<file path="src/rtl/spi_xfer_pkg.sv">
`timescale 1ns/1ps
package spi_xfer_pkg;

   // Shortest serial clock phase, in system clocks.
   localparam int unsigned SPIX_MIN_HALF = 2;

   // Returns a vector with its n lowest bits set.
   function automatic logic [31:0] low_ones(input int unsigned n);
      logic [31:0] m;
      m = '0;
      for (int unsigned i = 0; i < 32; i++) begin
         if (i < n) m[i] = 1'b1;
      end
      return m;
   endfunction

endpackage

</file>
<file path="src/rtl/spi_word_fifo.sv">
`timescale 1ns/1ps
module spi_word_fifo #(
   parameter int W     = 16,
   parameter int DEPTH = 8,
   localparam int PTR_W = $clog2(DEPTH),
   localparam int CNT_W = $clog2(DEPTH + 1)
) (
   input  logic             clk,
   input  logic             rst_n,
   input  logic             push,
   input  logic             pop,
   input  logic [W-1:0]     wdata,
   output logic [W-1:0]     rdata,
   output logic [CNT_W-1:0] count,
   output logic             full,
   output logic             empty
);

   if (DEPTH < 2 || (DEPTH & (DEPTH - 1)) != 0) begin : g_bad_depth
      $error("spi_word_fifo: DEPTH must be a power of two, at least 2");
   end

   logic [PTR_W-1:0] wr_ptr, rd_ptr;
   logic [CNT_W-1:0] cnt_q;
   logic             do_push, do_pop;
   logic [W-1:0]     slots [DEPTH];

   assign full    = (cnt_q == CNT_W'(DEPTH));
   assign empty   = (cnt_q == '0);
   assign do_push = push && !full;
   assign do_pop  = pop && !empty;

   always_ff @(posedge clk or negedge rst_n) begin
      if (!rst_n) begin
         wr_ptr <= '0;
         rd_ptr <= '0;
         cnt_q  <= '0;
      end else begin
         if (do_push) wr_ptr <= wr_ptr + 1'b1;
         if (do_pop)  rd_ptr <= rd_ptr + 1'b1;
         cnt_q <= cnt_q + CNT_W'(do_push) - CNT_W'(do_pop);
      end
   end

   for (genvar e = 0; e < DEPTH; e++) begin : g_slot
      logic [W-1:0] slot_q;
      always_ff @(posedge clk) begin
         if (do_push && wr_ptr == PTR_W'(e)) slot_q <= wdata;
      end
      assign slots[e] = slot_q;
   end

   assign rdata = slots[rd_ptr];
   assign count = cnt_q;

endmodule

</file>
<file path="src/rtl/spi_shift_master.sv">
`timescale 1ns/1ps
module spi_shift_master
   import spi_xfer_pkg::*;
#(
   parameter int W      = 16,
   parameter int PRE_W  = 8,
   localparam int CODE_W = $clog2(W)
) (
   input  logic              clk,
   input  logic              rst_n,
   input  logic              start,
   input  logic [W-1:0]      word,
   input  logic [CODE_W-1:0] last_idx,
   input  logic [PRE_W-1:0]  half,
   input  logic              miso,
   output logic              busy,
   output logic              sclk,
   output logic              mosi,
   output logic              done,
   output logic [W-1:0]      rx_word
);

   localparam logic [CODE_W-1:0] TOP_IDX = CODE_W'(W - 1);
   localparam logic [PRE_W-1:0]  FLOOR   = PRE_W'(SPIX_MIN_HALF);

   logic [PRE_W-1:0]  hp_q, div_q;
   logic [CODE_W-1:0] left_q;
   logic [W-1:0]      out_q, in_q;
   logic              busy_q, sclk_q, tick;

   assign tick = busy_q && (div_q == hp_q - 1'b1);
   assign done = tick && sclk_q && (left_q == '0);

   always_ff @(posedge clk or negedge rst_n) begin
      if (!rst_n) begin
         busy_q <= 1'b0;
         sclk_q <= 1'b0;
         hp_q   <= FLOOR;
         div_q  <= '0;
         left_q <= '0;
         out_q  <= '0;
         in_q   <= '0;
      end else if (start && !busy_q) begin
         busy_q <= 1'b1;
         sclk_q <= 1'b0;
         div_q  <= '0;
         left_q <= last_idx;
         hp_q   <= (half < FLOOR) ? FLOOR : half;
         out_q  <= word << (TOP_IDX - last_idx);
         in_q   <= '0;
      end else if (busy_q) begin
         if (tick) begin
            div_q <= '0;
            if (!sclk_q) begin
               sclk_q <= 1'b1;
               in_q   <= {in_q[W-2:0], miso};
            end else begin
               sclk_q <= 1'b0;
               if (left_q == '0) begin
                  busy_q <= 1'b0;
               end else begin
                  left_q <= left_q - 1'b1;
                  out_q  <= out_q << 1;
               end
            end
         end else begin
            div_q <= div_q + 1'b1;
         end
      end
   end

   assign busy    = busy_q;
   assign sclk    = sclk_q;
   assign mosi    = busy_q & out_q[W-1];
   assign rx_word = in_q;

endmodule

</file>
<file path="src/rtl/spi_xfer_engine.sv">
`timescale 1ns/1ps
module spi_xfer_engine
   import spi_xfer_pkg::*;
#(
   parameter int WORD_W = 16,
   parameter int DEPTH  = 8,
   parameter int PRE_W  = 8,
   localparam int CODE_W = $clog2(WORD_W),
   localparam int CNT_W  = $clog2(DEPTH + 1)
) (
   input  logic              clk,
   input  logic              rst_n,
   input  logic              tx_push,
   input  logic [WORD_W-1:0] tx_data,
   input  logic              rx_pop,
   output logic [WORD_W-1:0] rx_data,
   input  logic              enable,
   input  logic              loopback,
   input  logic [CODE_W-1:0] size_code,
   input  logic [PRE_W-1:0]  prescale,
   output logic              sclk,
   output logic              mosi,
   output logic              cs_n,
   input  logic              miso,
   output logic [CNT_W-1:0]  tx_count,
   output logic [CNT_W-1:0]  rx_count
);

   if (WORD_W < 2 || WORD_W > 32) begin : g_bad_width
      $error("spi_xfer_engine: WORD_W must lie in 2..32");
   end
   if (PRE_W < 2) begin : g_bad_pre
      $error("spi_xfer_engine: PRE_W must be at least 2");
   end

   logic [WORD_W-1:0] word_mask, tx_head, rx_head, sh_rx, rx_wdata;
   logic              tx_full, tx_empty, rx_full, rx_empty;
   logic              go, sh_start, sh_busy, sh_done, rx_put;

   assign word_mask = WORD_W'(low_ones(32'(size_code) + 32'd1));

   // A word may leave only when the receive side can take it.
   assign go       = enable && !tx_empty && !rx_full && !sh_busy;
   assign sh_start = go && !loopback;
   assign rx_put   = (go && loopback) || sh_done;
   assign rx_wdata = (sh_done ? sh_rx : tx_head) & word_mask;

   spi_word_fifo #(.W(WORD_W), .DEPTH(DEPTH)) u_txq (
      .clk   (clk),
      .rst_n (rst_n),
      .push  (tx_push),
      .pop   (go),
      .wdata (tx_data & word_mask),
      .rdata (tx_head),
      .count (tx_count),
      .full  (tx_full),
      .empty (tx_empty)
   );

   spi_word_fifo #(.W(WORD_W), .DEPTH(DEPTH)) u_rxq (
      .clk   (clk),
      .rst_n (rst_n),
      .push  (rx_put),
      .pop   (rx_pop),
      .wdata (rx_wdata),
      .rdata (rx_head),
      .count (rx_count),
      .full  (rx_full),
      .empty (rx_empty)
   );

   spi_shift_master #(.W(WORD_W), .PRE_W(PRE_W)) u_shift (
      .clk      (clk),
      .rst_n    (rst_n),
      .start    (sh_start),
      .word     (tx_head),
      .last_idx (size_code),
      .half     (prescale),
      .miso     (miso),
      .busy     (sh_busy),
      .sclk     (sclk),
      .mosi     (mosi),
      .done     (sh_done),
      .rx_word  (sh_rx)
   );

   assign cs_n    = ~sh_busy;
   assign rx_data = rx_empty ? '0 : rx_head;

   // The transmit-full flag only gates pushes inside the queue.
   logic unused_tx_full;
   assign unused_tx_full = tx_full;

endmodule

</file>
<file path="config.mk">
export PLATFORM = sky130hd
export DESIGN_NAME = spi_xfer_engine
export DESIGN_NICKNAME = d
export VERILOG_FILES = /design/src/rtl/spi_xfer_pkg.sv /design/src/rtl/spi_word_fifo.sv /design/src/rtl/spi_shift_master.sv /design/src/rtl/spi_xfer_engine.sv
export SDC_FILE = /design/constraint.sdc
export NUM_CORES = 1
export LEC_CHECK = 0
export ABC_CLOCK_PERIOD_IN_PS = 8500
export BUFFER_PORTS_ARGS = -buffer_cell sky130_fd_sc_hd__buf_2
export CORE_ASPECT_RATIO = 0.9
export CORE_MARGIN = 2
export CORE_UTILIZATION = 29
export CTS_CLUSTER_DIAMETER = 150
export DETAILED_ROUTE_END_ITERATION = 10
export PLACE_DENSITY = 0.48
export SLEW_MARGIN = 20
export SYNTH_ARGS = -nofsm -noshare
export SYNTH_HDL_FRONTEND = slang
export SYNTH_HIERARCHICAL = 1
export SYNTH_SLANG_ARGS = --single-unit
export TNS_END_PERCENT = 10
</file>
<file path="constraint.sdc">
create_clock -name clk -period 8.5 [get_ports clk]
set_input_delay 0.425 -clock clk [delete_from_list [all_inputs] [get_ports clk]]
set_output_delay 0.425 -clock clk [all_outputs]
set_load 0.05 [all_outputs]
</file>
Yosys cells after proc, flatten, opt, wreduce, memory -nomap -nowiden --
Index checks and enable logic that the tools add are counted.
Storage, ports and cells: flip-flop bits (word level) 330, input bits 35, output and inout bits 27, logic and storage cells 185
Operators by class: add/sub/neg operators 13, $lt $le $gt $ge 19, eq/ne operators 19, shift operators 1, multiplexer cells 51, bitwise logic cells 6, reduce and logical (&&, ||, !) cells 47
Operator list (number):
- 16-bit two-way mux | 15
- 16-bit binary-select mux with 3-bit select | 2
- 4-bit by 5-bit less-than comparator with 1-bit output, first input constant | 8
- 16-bit bitwise AND | 2
- 8-bit two-way mux | 4
- 1-bit logical AND | 29
- 1-bit two-way mux | 25
- 3-bit == test, second input constant | 8
- 3-bit by 5-bit less-than comparator with 1-bit output, first input constant | 4
- 4-bit two-way mux | 5
- 16-bit by 4-bit << shifter with 16-bit output | 1
- 3-bit by 1-bit adder with 3-bit output, second input constant | 4
- 3-bit by 2-bit == test with 1-bit output, second input constant | 4
- 4-bit logical NOT | 3
- 1-bit by 5-bit less-than comparator with 1-bit output, first input constant | 2
- 2-bit by 5-bit less-than comparator with 1-bit output, first input constant | 2
- 4-bit by 1-bit adder with 4-bit output | 2
- 8-bit by 1-bit adder with 8-bit output, second input constant | 1
- 4-bit == test, second input constant | 2
- 8-bit == test | 1
- 4-bit >= comparator, second input constant | 2
- 8-bit by 2-bit less-than comparator with 1-bit output, second input constant | 1
- 3-bit inverter with 4-bit output | 2
- 4-bit by 1-bit subtractor with 4-bit output | 2
- other kinds (16) | 25

Logic depth before layout (Yosys ltp) --
Gate-level depths: netlist of run 1.
depth in word-level cells 10, depth in mapped cells 19, mapped depth without buffers 16

Cells and area by module --
Netlist of run 1, hierarchy kept.
By module, submodules not included:
- spi_word_fifo | instances 2, cells each 247, area an instance 5561.6 um2, seq. area each 4093.9 um2
- spi_shift_master | instances 1, cells each 375, area an instance 3502.1 um2, seq. area each 1352.5 um2
- spi_xfer_engine | instances 1, cells each 130, area an instance 843.3 um2, seq. area each 0.0 um2

Least setup slack after synthesis of run 1 --
No wires, ideal clock.
path kind register to register, start register u_shift.hp_q[0], end register u_rxq.cnt_q[2], in the netlist u_rxq/count[2], setup time 0.123 ns, data arrival time 4.365 ns, required time 8.377 ns, slack 4.013 ns, stages on the path, launching flop included 20, path buffers 3, period minus slack after synthesis 4.487 ns, cells stage by stage dfrtp_1 -> inv_1 -> ha_1 -> or3b_4 -> or4_1 -> a31oi_2 -> o211ai_1 -> nor4_1 -> buf_2 -> buf_2 -> a21o_1 -> nor2b_1 -> clkbuf_1 -> inv_1 -> ha_1 -> inv_1 -> ha_1 -> inv_1 -> fa_1 -> xnor2_1
Between the ends: longest elaborated chain between the ends 9
Ends and longest elaborated chain:
- start, declared | line spi_shift_master.sv:26 | logic [PRE_W-1:0] hp_q, div_q;
- start signal, assigned | line spi_shift_master.sv:48 | hp_q <= (half < FLOOR) ? FLOOR : half;
- 8-bit by 1-bit subtractor with 8-bit output | line spi_shift_master.sv:31 | assign tick = busy_q && (div_q == hp_q - 1'b1);
- 8-bit == test | line spi_shift_master.sv:31
- 1-bit logical AND | line spi_shift_master.sv:31
- 1-bit logical AND (2 in a row) | line spi_shift_master.sv:32 | assign done = tick && sclk_q && (left_q == '0);
- via sh_done | line spi_xfer_engine.sv:38 | logic go, sh_start, sh_busy, sh_done, rx_put;
- 1-bit logical OR | line spi_xfer_engine.sv:45 | assign rx_put = (go && loopback) || sh_done;
- via rx_put | line spi_xfer_engine.sv:38
- 1-bit logical AND | line spi_word_fifo.sv:30 | assign do_push = push && !full;
- 4-bit by 1-bit adder with 4-bit output | line spi_word_fifo.sv:41 | cnt_q <= cnt_q + CNT_W'(do_push) - CNT_W'(do_pop);
- 4-bit by 1-bit subtractor with 4-bit output | line spi_word_fifo.sv:41
- end signal, assigned | line spi_word_fifo.sv:41
- end, declared | line spi_word_fifo.sv:24 | logic [CNT_W-1:0] cnt_q;
The timed path passes the listed nets, and every way through them passes these cells. A chain may end at the register's enable or synchronous reset.

Worst setup path after layout of run 1 --
Ends and elaborated chain as after synthesis.

==> results of run 1 <==
[area by class of cell]
| type | count | area [sq um] |
|---|---|---|
| Clock inverter | 20 | 203.9 |
| Multi-Input combinational cell | 562 | 5440 |
| Tap cell | 697 | 872.1 |
| Timing Repair Buffer | 73 | 400.4 |
| Clock buffer | 45 | 955.9 |
| Inverter | 48 | 180.2 |
| Fill cell | 5208 | 35250 |
| Sequential cell | 330 | 9544 |
[Yosys cell counts (4+ instances only)]
| library cell | count |
|---|---|
| clkbuf_1 | 34 |
| xnor2_1 | 14 |
| nor2_1 | 44 |
| ha_1 | 31 |
| a21boi_0 | 4 |
| mux4_2 | 23 |
| nor2b_1 | 29 |
| nand4_1 | 16 |
| nand3_1 | 8 |
| nor3b_1 | 5 |
| mux2i_1 | 42 |
| edfxtp_1 | 256 |
| or3_1 | 5 |
| xor2_1 | 6 |
| buf_6 | 12 |
| o21ai_0 | 21 |
| o211ai_1 | 15 |
| nor4_1 | 4 |
| inv_1 | 48 |
| and3_1 | 16 |
| a21o_1 | 4 |
| buf_2 | 9 |
| mux2_2 | 49 |
| a21oi_1 | 18 |
| nand2b_1 | 11 |
| buf_1 | 4 |
| mux4_1 | 50 |
| dfrtp_1 | 73 |
| and2_1 | 10 |
| nand2_1 | 59 |
| a211oi_1 | 4 |
| a31oi_1 | 18 |
[power groups by stage]
| stage | clock (mW) | sequential [mW] | combinational (mW) |
|---|---|---|---|
| final | 1.57 | 2.40 | 2.31 |
| after global routing | 1.67 | 2.45 | 2.53 |
| after CTS | 1.61 | 2.41 | 2.34 |
| after detailed placement | 0 | 2.44 | 2.33 |
| after global placement | 0 | 2.43 | 2.31 |
| after floorplan | 0 | 2.32 | 1.80 |
[per-layer routing]
metal	vias up	wire (microns)	part of all wire, %
li1	3987	-	-
met1	4482	16900	47
met2	154	16760	47
met3	50	1618	4.5
met4	4	656	1.8
met5	-	32	0.089
[cell families after synthesis]
| group | count (synthesis) | share of synthesized area [%] |
|---|---|---|
| xor+xnor | 20 | 1.132 |
| simple gates | 223 | 7.547 |
| fa+ha+maj | 34 | 2.831 |
| compound gates | 119 | 5.242 |
| mux | 166 | 18.32 |
| buf+inv | 107 | 3.252 |
| flops | 330 | 61.68 |
[what timing repair did]
| item | in CTS | in global routing |
|---|---|---|
| hold buffers | 1 | 0 |
| hold endpoints to repair | 8 | 0 |
| setup endpoints to repair | 0 | 0 |
| resized for setup | 0 | 0 |
[registers in the layout (all words and copies together) (netlist names), 4 cells and up]
| signal | cells |
|---|---|
| u_rxq/g_slot.slot_q | 128 |
| u_txq/g_slot.slot_q | 128 |
| u_shift/out_q | 16 |
| u_shift/rx_word | 16 |
| u_shift/div_q | 8 |
| u_shift/hp_q | 8 |
| u_rxq/count | 4 |
| u_shift/left_q | 4 |
| u_txq/count | 4 |
[worst max-delay path, delay by kind of cell (launching register included)]
kind / cells / cell delay [ps]
adders and majority gates: 4 / 1080
xor gates and xnor gates: 1 / 200
buffers and inverters: 6 / 910
and+or+nand+nor: 4 / 1590
DFF: 1 / 410
AOI/OAI and AO/OA: 3 / 490
[path summary, 6_finish.rpt]
path / from / depth (start not counted) / end
worst max register to register: u_shift/hp_q[0] / 18 / u_rxq/count[2]
worst max-delay path: u_shift/hp_q[0] / 18 / u_rxq/count[2]
worst min register to register: u_shift/hp_q[7] / 2 / u_shift/hp_q[7]
worst min-delay path: prescale[2] / 3 / u_shift/hp_q[2]
min in group asynchronous: rst_n / 2 / u_txq/count[2]
max in group asynchronous: rst_n / 3 / u_rxq/rd_ptr[2]
[per-stage QoR]
step | hold slack [ps] | utilization [%] | std cells | total power [mW]
detailed placement | 261.9 | 31.06 | 1708 | 4.769
floorplan | 129.4 | - | 999 | 4.123
finish | 110.1 | 33.30 | 1775 | 6.274
CTS | 77.38 | 33.27 | 1774 | 6.358
global placement | 262.2 | 31.06 | 1708 | 4.746
global route | 102.7 | 33.30 | 1775 | 6.657
==> impl_summary.log, run 1 <==
INFO  metric outcome = completed
INFO  metric powerDensity = 356.5 nW/um^2
INFO  metric first_global_vias = 8,821
INFO  metric minimum_clock_period_after_layout = 4772 ps
INFO  metric f_max = 209.6 MHz
INFO  metric post-route-cell-area = 17,600 sq um
INFO  metric final_cell_mix = edfxtp_1 (256), dfrtp_1 (70), buf_2 (60), nand2_1 (59), mux4_1 (50)
INFO  metric place_worst_setup_slack = 3713 ps
INFO  metric area_growth = 13.76%
INFO  metric switching_share = 36.87%
INFO  metric vias_per_cell = 4.888
INFO  metric postSynthCellCount = 999
INFO  metric grt_max_degree = 67
INFO  metric worst_pin_slew = 1129 ps
INFO  metric hold_path.class = primary input to register
INFO  metric syn-num-nets = 1,067
INFO  metric cp_slowest_stage_delay = 500 ps
INFO  metric clkPwrFrac = 25.0%
INFO  metric buffer_ports.inserted = 61
INFO  metric route.final.wire_length = 35.96 mm
INFO  metric number_of_setup_buffers_added_after_cts = 0
INFO  metric fp.dieArea = 55,210 sq um
INFO  metric htree_levels = 2
INFO  metric switchingPower = 2.313 mW
INFO  metric drt_iter0_drc = 509
INFO  metric globalRouteMet2Util = 20.90%
INFO  metric mappedNetlistArea = 15,470 sq um
INFO  metric internal_power = 3.961 mW
INFO  metric layout_commonest_cell = edfxtp_1
INFO  metric logic_gate_share_of_total_power = 36.8%
INFO  metric post_dp_cell_area = 16,420 sq um
INFO  metric final_count_of_pins_violating_max_slew = 0
INFO  metric die_width = 247.4 microns
INFO  metric grt.met1_usage = 18.25%
INFO  metric floorplan.core_area = 52,850 sq um
INFO  metric synthTopCellsByArea = edfxtp_1 (50%), dfrtp_1 (12%), mux4_1 (8.5%)
INFO  metric worst_skew_pair_later_pin_latency = 530 ps
INFO  metric cts.sink_count = 330
INFO  metric ys_seq_elements = 330
INFO  metric yosysTopAreaCellShare = 49.70%
INFO  metric synth_cell_types = 69
INFO  metric num_antenna_cells = 0
INFO  metric cts_root_cell = clkbuf_16
INFO  metric ant_nets = 0
INFO  metric groute.usage.overall = 13.11%
INFO  metric cp.required = 8940 ps
INFO  metric antenna_found_initial = 2
INFO  metric setup.worst_path.end_class = register
INFO  metric master_of_the_slowest_instance_on_the_critical_path = nor2b_1
INFO  metric vdd_drop_max = 0.2510 mV
INFO  metric clock_buffer_count_from_cts = 37
INFO  metric grt_setup_unrepaired = false
INFO  metric min_period_over_period = 56.14%
INFO  metric use_met3 = 2.707%
INFO  metric first_pass_iters = 5
INFO  metric total_negative_slack = 0 ps
INFO  metric dominantRegCellSynth = edfxtp_1
INFO  metric avgRoutedWirePerCell = 20.26 microns
INFO  metric grt-busiest-layer = met2
INFO  metric synthesis.yosys.warnings = 6
INFO  metric clock_tree_from_tritoncts = built
INFO  metric synth-edff-count = 256
INFO  metric register_to_register_path_setup_slack = 3730 ps
INFO  metric timing.final.setup_violations = 0
INFO  metric io_pins = 62
INFO  metric overflow = 0
INFO  metric hold_violations = 0
INFO  metric arrival_time_at_the_worst_endpoint = 5210 ps
INFO  metric start_util = 29.27%
INFO  metric timing.critical_path.mode_cell = inv_1
INFO  metric clock_skew = 16.58 ps
INFO  metric static-leakage-power = 6.530 nW
INFO  metric critPathLaunchType = register
INFO  metric seq_area_frac_synth = 61.68%
INFO  metric clkSlewWorstSetupHoldPaths = 60 ps
INFO  metric fraction_of_final_layout_cells_with_drive_strength_greater_than_1 = 20.13%
INFO  metric clk_path_buf_depth = 3
INFO  metric final.setup.worst_slack = 3728 ps
INFO  metric floorplan.rows = 80
INFO  metric power_frac_seq = 38.2%
INFO  metric synth.avg_cell_area = 15.48 sq um
INFO  metric design.final.nets = 1,120
INFO  metric critical_path.cell_chain = inv_1 -> ha_1 -> or3b_4 -> or4_1 -> a31oi_2 -> o211ai_1 -> buf_4 -> nor4_2 -> buf_4 -> a21o_1 -> nor2b_1 -> inv_1 -> ha_1 -> inv_1 -> ha_1 -> inv_1 -> fa_1 -> xnor2_1
INFO  metric async_s_r_ff_share_synth = 22.42%
INFO  metric route.detailed.drc = 0
INFO  metric finalWeightedCongestion = 0.7580
INFO  metric grt_first_pass_wirelength = 54.47 mm
INFO  metric dieHeight = 223.1 microns
INFO  metric timing.slew.headroom = 24.76%
INFO  metric cap_viol_max_count = 0
INFO  metric via_count = 8,677
INFO  metric synth_area_leader_cell = edfxtp_1
INFO  metric path_class = register to register
INFO  metric hpwlAfterDp = 22.97 mm
INFO  metric critical_path_peak_fanout = 18
No activity file was read; power rests on OpenSTA's default activity.
==> run 2, diff against run 1 <==
--- a/config.mk
+++ b/config.mk
@@ -5,14 +5,14 @@
 export SDC_FILE = /design/constraint.sdc
 export NUM_CORES = 1
 export LEC_CHECK = 0
-export ABC_CLOCK_PERIOD_IN_PS = 8500
+export ABC_CLOCK_PERIOD_IN_PS = 3900
 export BUFFER_PORTS_ARGS = -buffer_cell sky130_fd_sc_hd__buf_2
 export CORE_ASPECT_RATIO = 0.9
 export CORE_MARGIN = 2
 export CORE_UTILIZATION = 29
 export CTS_CLUSTER_DIAMETER = 150
 export DETAILED_ROUTE_END_ITERATION = 10
-export PLACE_DENSITY = 0.48
+export PLACE_DENSITY = 0.49
 export SLEW_MARGIN = 20
 export SYNTH_ARGS = -nofsm -noshare
 export SYNTH_HDL_FRONTEND = slang
==> constraint.sdc (replaced) <==
create_clock -name clk -period 3.9 [get_ports clk]
set_input_delay 0.195 -clock clk [delete_from_list [all_inputs] [get_ports clk]]
set_output_delay 0.195 -clock clk [all_outputs]
set_load 0.05 [all_outputs]
==> run 2 against run 1 <==
Effect of this change:
- routed wire length grew 0.31%
- first-iteration DRC count grew 24%
- final cell count grew 2.3%
- non-clock buffer count grew 36
- register-to-register slack lost 3400 ps
- critical path type unchanged
- largest power group is now combinational cells
==> impl_summary.log, run 2 (synthesis gave the netlist of run 1 again) <==
INFO  metric outcome = completed
INFO  metric hp-start = rx_pop
INFO  metric setup.worst_path.end_class = register
INFO  metric critical_path.cell_chain = inv_1 -> ha_2 -> or3b_4 -> or4_1 -> a31oi_2 -> o211ai_1 -> nor4_2 -> a21o_1 -> nor2b_4 -> inv_4 -> ha_4 -> inv_2 -> ha_4 -> inv_2 -> fa_2 -> inv_1
INFO  metric worst_pin_slew = 962.0 ps
INFO  metric path_class = register to register
INFO  metric arrival_time_at_the_worst_endpoint = 4030 ps
INFO  metric area_growth = 16.95%
INFO  metric hold_ws = 50.10 ps
INFO  metric f_max = 277.2 MHz
INFO  metric fraction_of_final_layout_cells_with_drive_strength_greater_than_1 = 23.28%
INFO  metric grt_setup_unrepaired = false
INFO  metric min_period_over_period = 92.50%
INFO  metric design.final.nets = 1,157
INFO  metric hold_end = u_rxq/rd_ptr[2]
INFO  metric vias_per_cell = 4.860
INFO  metric grt_first_pass_wirelength = 55.23 mm
INFO  metric clock_tree_from_tritoncts = built
INFO  metric cts.sink_count = 330
INFO  metric cp.required = 4320 ps
INFO  metric buffer_ports.inserted = 61
INFO  metric powerDensity = 772.8 nW/um^2
INFO  metric timing.final.setup_violations = 0
INFO  metric clock_skew = 17.53 ps
INFO  metric layout_commonest_cell = edfxtp_1
INFO  metric hold_path.class = primary input to register
INFO  metric floorplan.rows = 80
INFO  metric clkSlewWorstSetupHoldPaths = 60 ps
INFO  metric r2r-end = u_rxq/count[1]
INFO  metric first_global_vias = 9,128
INFO  metric final.setup.worst_slack = 292.6 ps
INFO  metric htree_levels = 2
INFO  metric hpwlAfterDp = 22.97 mm
INFO  metric number_of_setup_buffers_added_after_cts = 0
INFO  metric dieHeight = 223.1 microns
INFO  metric finalWeightedCongestion = 0.7565
INFO  metric final_count_of_pins_violating_max_slew = 0
INFO  metric post-route-cell-area = 18,090 sq um
INFO  metric grt_max_degree = 53
INFO  metric post_dp_cell_area = 16,690 sq um
INFO  metric groute.usage.overall = 13.11%
INFO  metric largest_registers = u_rxq/g_slot.slot_q (128), u_txq/g_slot.slot_q (128)
INFO  metric start_util = 29.27%
INFO  metric clk_path_buf_depth = 3
INFO  metric cts_root_cell = clkbuf_16
INFO  metric critPathLaunchType = register
INFO  metric route.detailed.drc = 0
INFO  metric fp.dieArea = 55,210 sq um
INFO  metric total_negative_slack = 0 ps
INFO  metric antenna_found_initial = 1
INFO  metric register_to_register_path_setup_slack = 290 ps
INFO  metric static-leakage-power = 6.772 nW
INFO  metric floorplan.core_area = 52,850 sq um
INFO  metric via_count = 8,820
INFO  metric cp_slowest_stage_delay = 500 ps
INFO  metric ant_nets = 0
INFO  metric route.final.wire_length = 36.08 mm
INFO  metric regToRegStartpoint = u_shift/hp_q[0]
INFO  metric minimum_clock_period_after_layout = 3607 ps
INFO  metric place_worst_setup_slack = 309.4 ps
INFO  metric io_pins = 62
INFO  metric timing.hold.worst_path_depth = 4
INFO  metric timing.slew.headroom = 34.97%
INFO  metric hold_violations = 0
INFO  metric worst_skew_pair_later_pin_latency = 530 ps
INFO  metric cap_viol_max_count = 0
INFO  metric vdd_drop_max = 0.5048 mV
INFO  metric final_cell_mix = edfxtp_1 (256), dfrtp_1 (70), buf_2 (60), nand2_1 (59), mux4_1 (50)
INFO  metric overflow = 0
INFO  metric clock_buffer_count_from_cts = 38
INFO  metric finalCoreUtilization = 34.23%
INFO  metric first_pass_iters = 5
INFO  metric rr_worst_depth = 16
INFO  metric avgRoutedWirePerCell = 19.88 microns
INFO  metric master_of_the_slowest_instance_on_the_critical_path = or4_1
INFO  metric die_width = 247.4 microns
INFO  metric drt_iter0_drc = 629
INFO  metric critical_path_peak_fanout = 5
[run 2: cell count changes in the layout (fill, tap and decap cells not counted), sizes merged]
cell,previous run,this run
buf,72,99
clkinvlp,0,3
bufinv,4,5
dlygate4sd3,1,10
diode,0,1
clkinv,14,13
[run 2: layer usage]
metal  global-route usage, %  up-vias  share of wire (%)  routed length [microns]
li1                        -     4063                  -                        -
met1                   18.25     4520                 46                    16530
met2                   21.36      183                 48                    17150
met3                   2.105       52                4.7                     1679
met4                   3.284        2                2.0                      709
met5                       0        -              0.036                       13
[run 2: worst max path at each step]
stage | start | to | slack (ps) | depth (start not counted)
after floorplan | u_shift/hp_q[0] | u_rxq/count[1] | -100 | 19
after global placement | u_shift/hp_q[0] | u_rxq/count[1] | 350 | 16
after detailed placement | u_shift/hp_q[0] | u_rxq/count[1] | 310 | 16
after CTS | u_shift/hp_q[0] | u_rxq/count[1] | 270 | 16
after global routing | u_shift/hp_q[0] | u_rxq/g_slot[7].slot_q[1] | 10 | 10
final | u_shift/hp_q[0] | u_rxq/count[1] | 290 | 16
[run 2: report_power, final]
group / internal, mW / leakage (nW) / switching (mW)
Combinational: 2.11 / 2.92 / 3.09
Clock: 2.21 / 0.625 / 1.43
Sequential: 4.60 / 3.23 / 0.545
Total: 8.92 / 6.77 / 5.06
[run 2: worst max-delay path, delay by kind of cell, from the launching register on]
kind	cells	cell delay, ps
buffers and inverters	5	270
adders and majority gates	4	1040
DFF	1	410
and+or+nand+nor	4	1300
AOI/OAI and AO/OA	3	470
[run 2: area by class of cell]
cell class	instances	area, sq um
antenna	1	2.502
clock buffer	45	1018
clock inverter	23	275.3
fill	5158	34760
inverter	48	182.7
multi-input combinational	562	5478
sequential	330	9544
tap	697	872.1
timing repair buffer	109	718.2
[run 2: what timing repair did]
action / 4_1_cts / 5_1_grt
hold buffers: 10 / 0
endpoints found under the hold margin: 59 / 0
gates resized for setup: 0 / 1
endpoints found under the setup margin: 0 / 8
[run 2: metrics by stage]
stage / instances / power (mW)
floorplan: 999 / 9.011
global placement: 1736 / 10.42
detailed placement: 1736 / 10.46
CTS: 1814 / 14.18
global route: 1814 / 14.81
finish: 1815 / 13.98
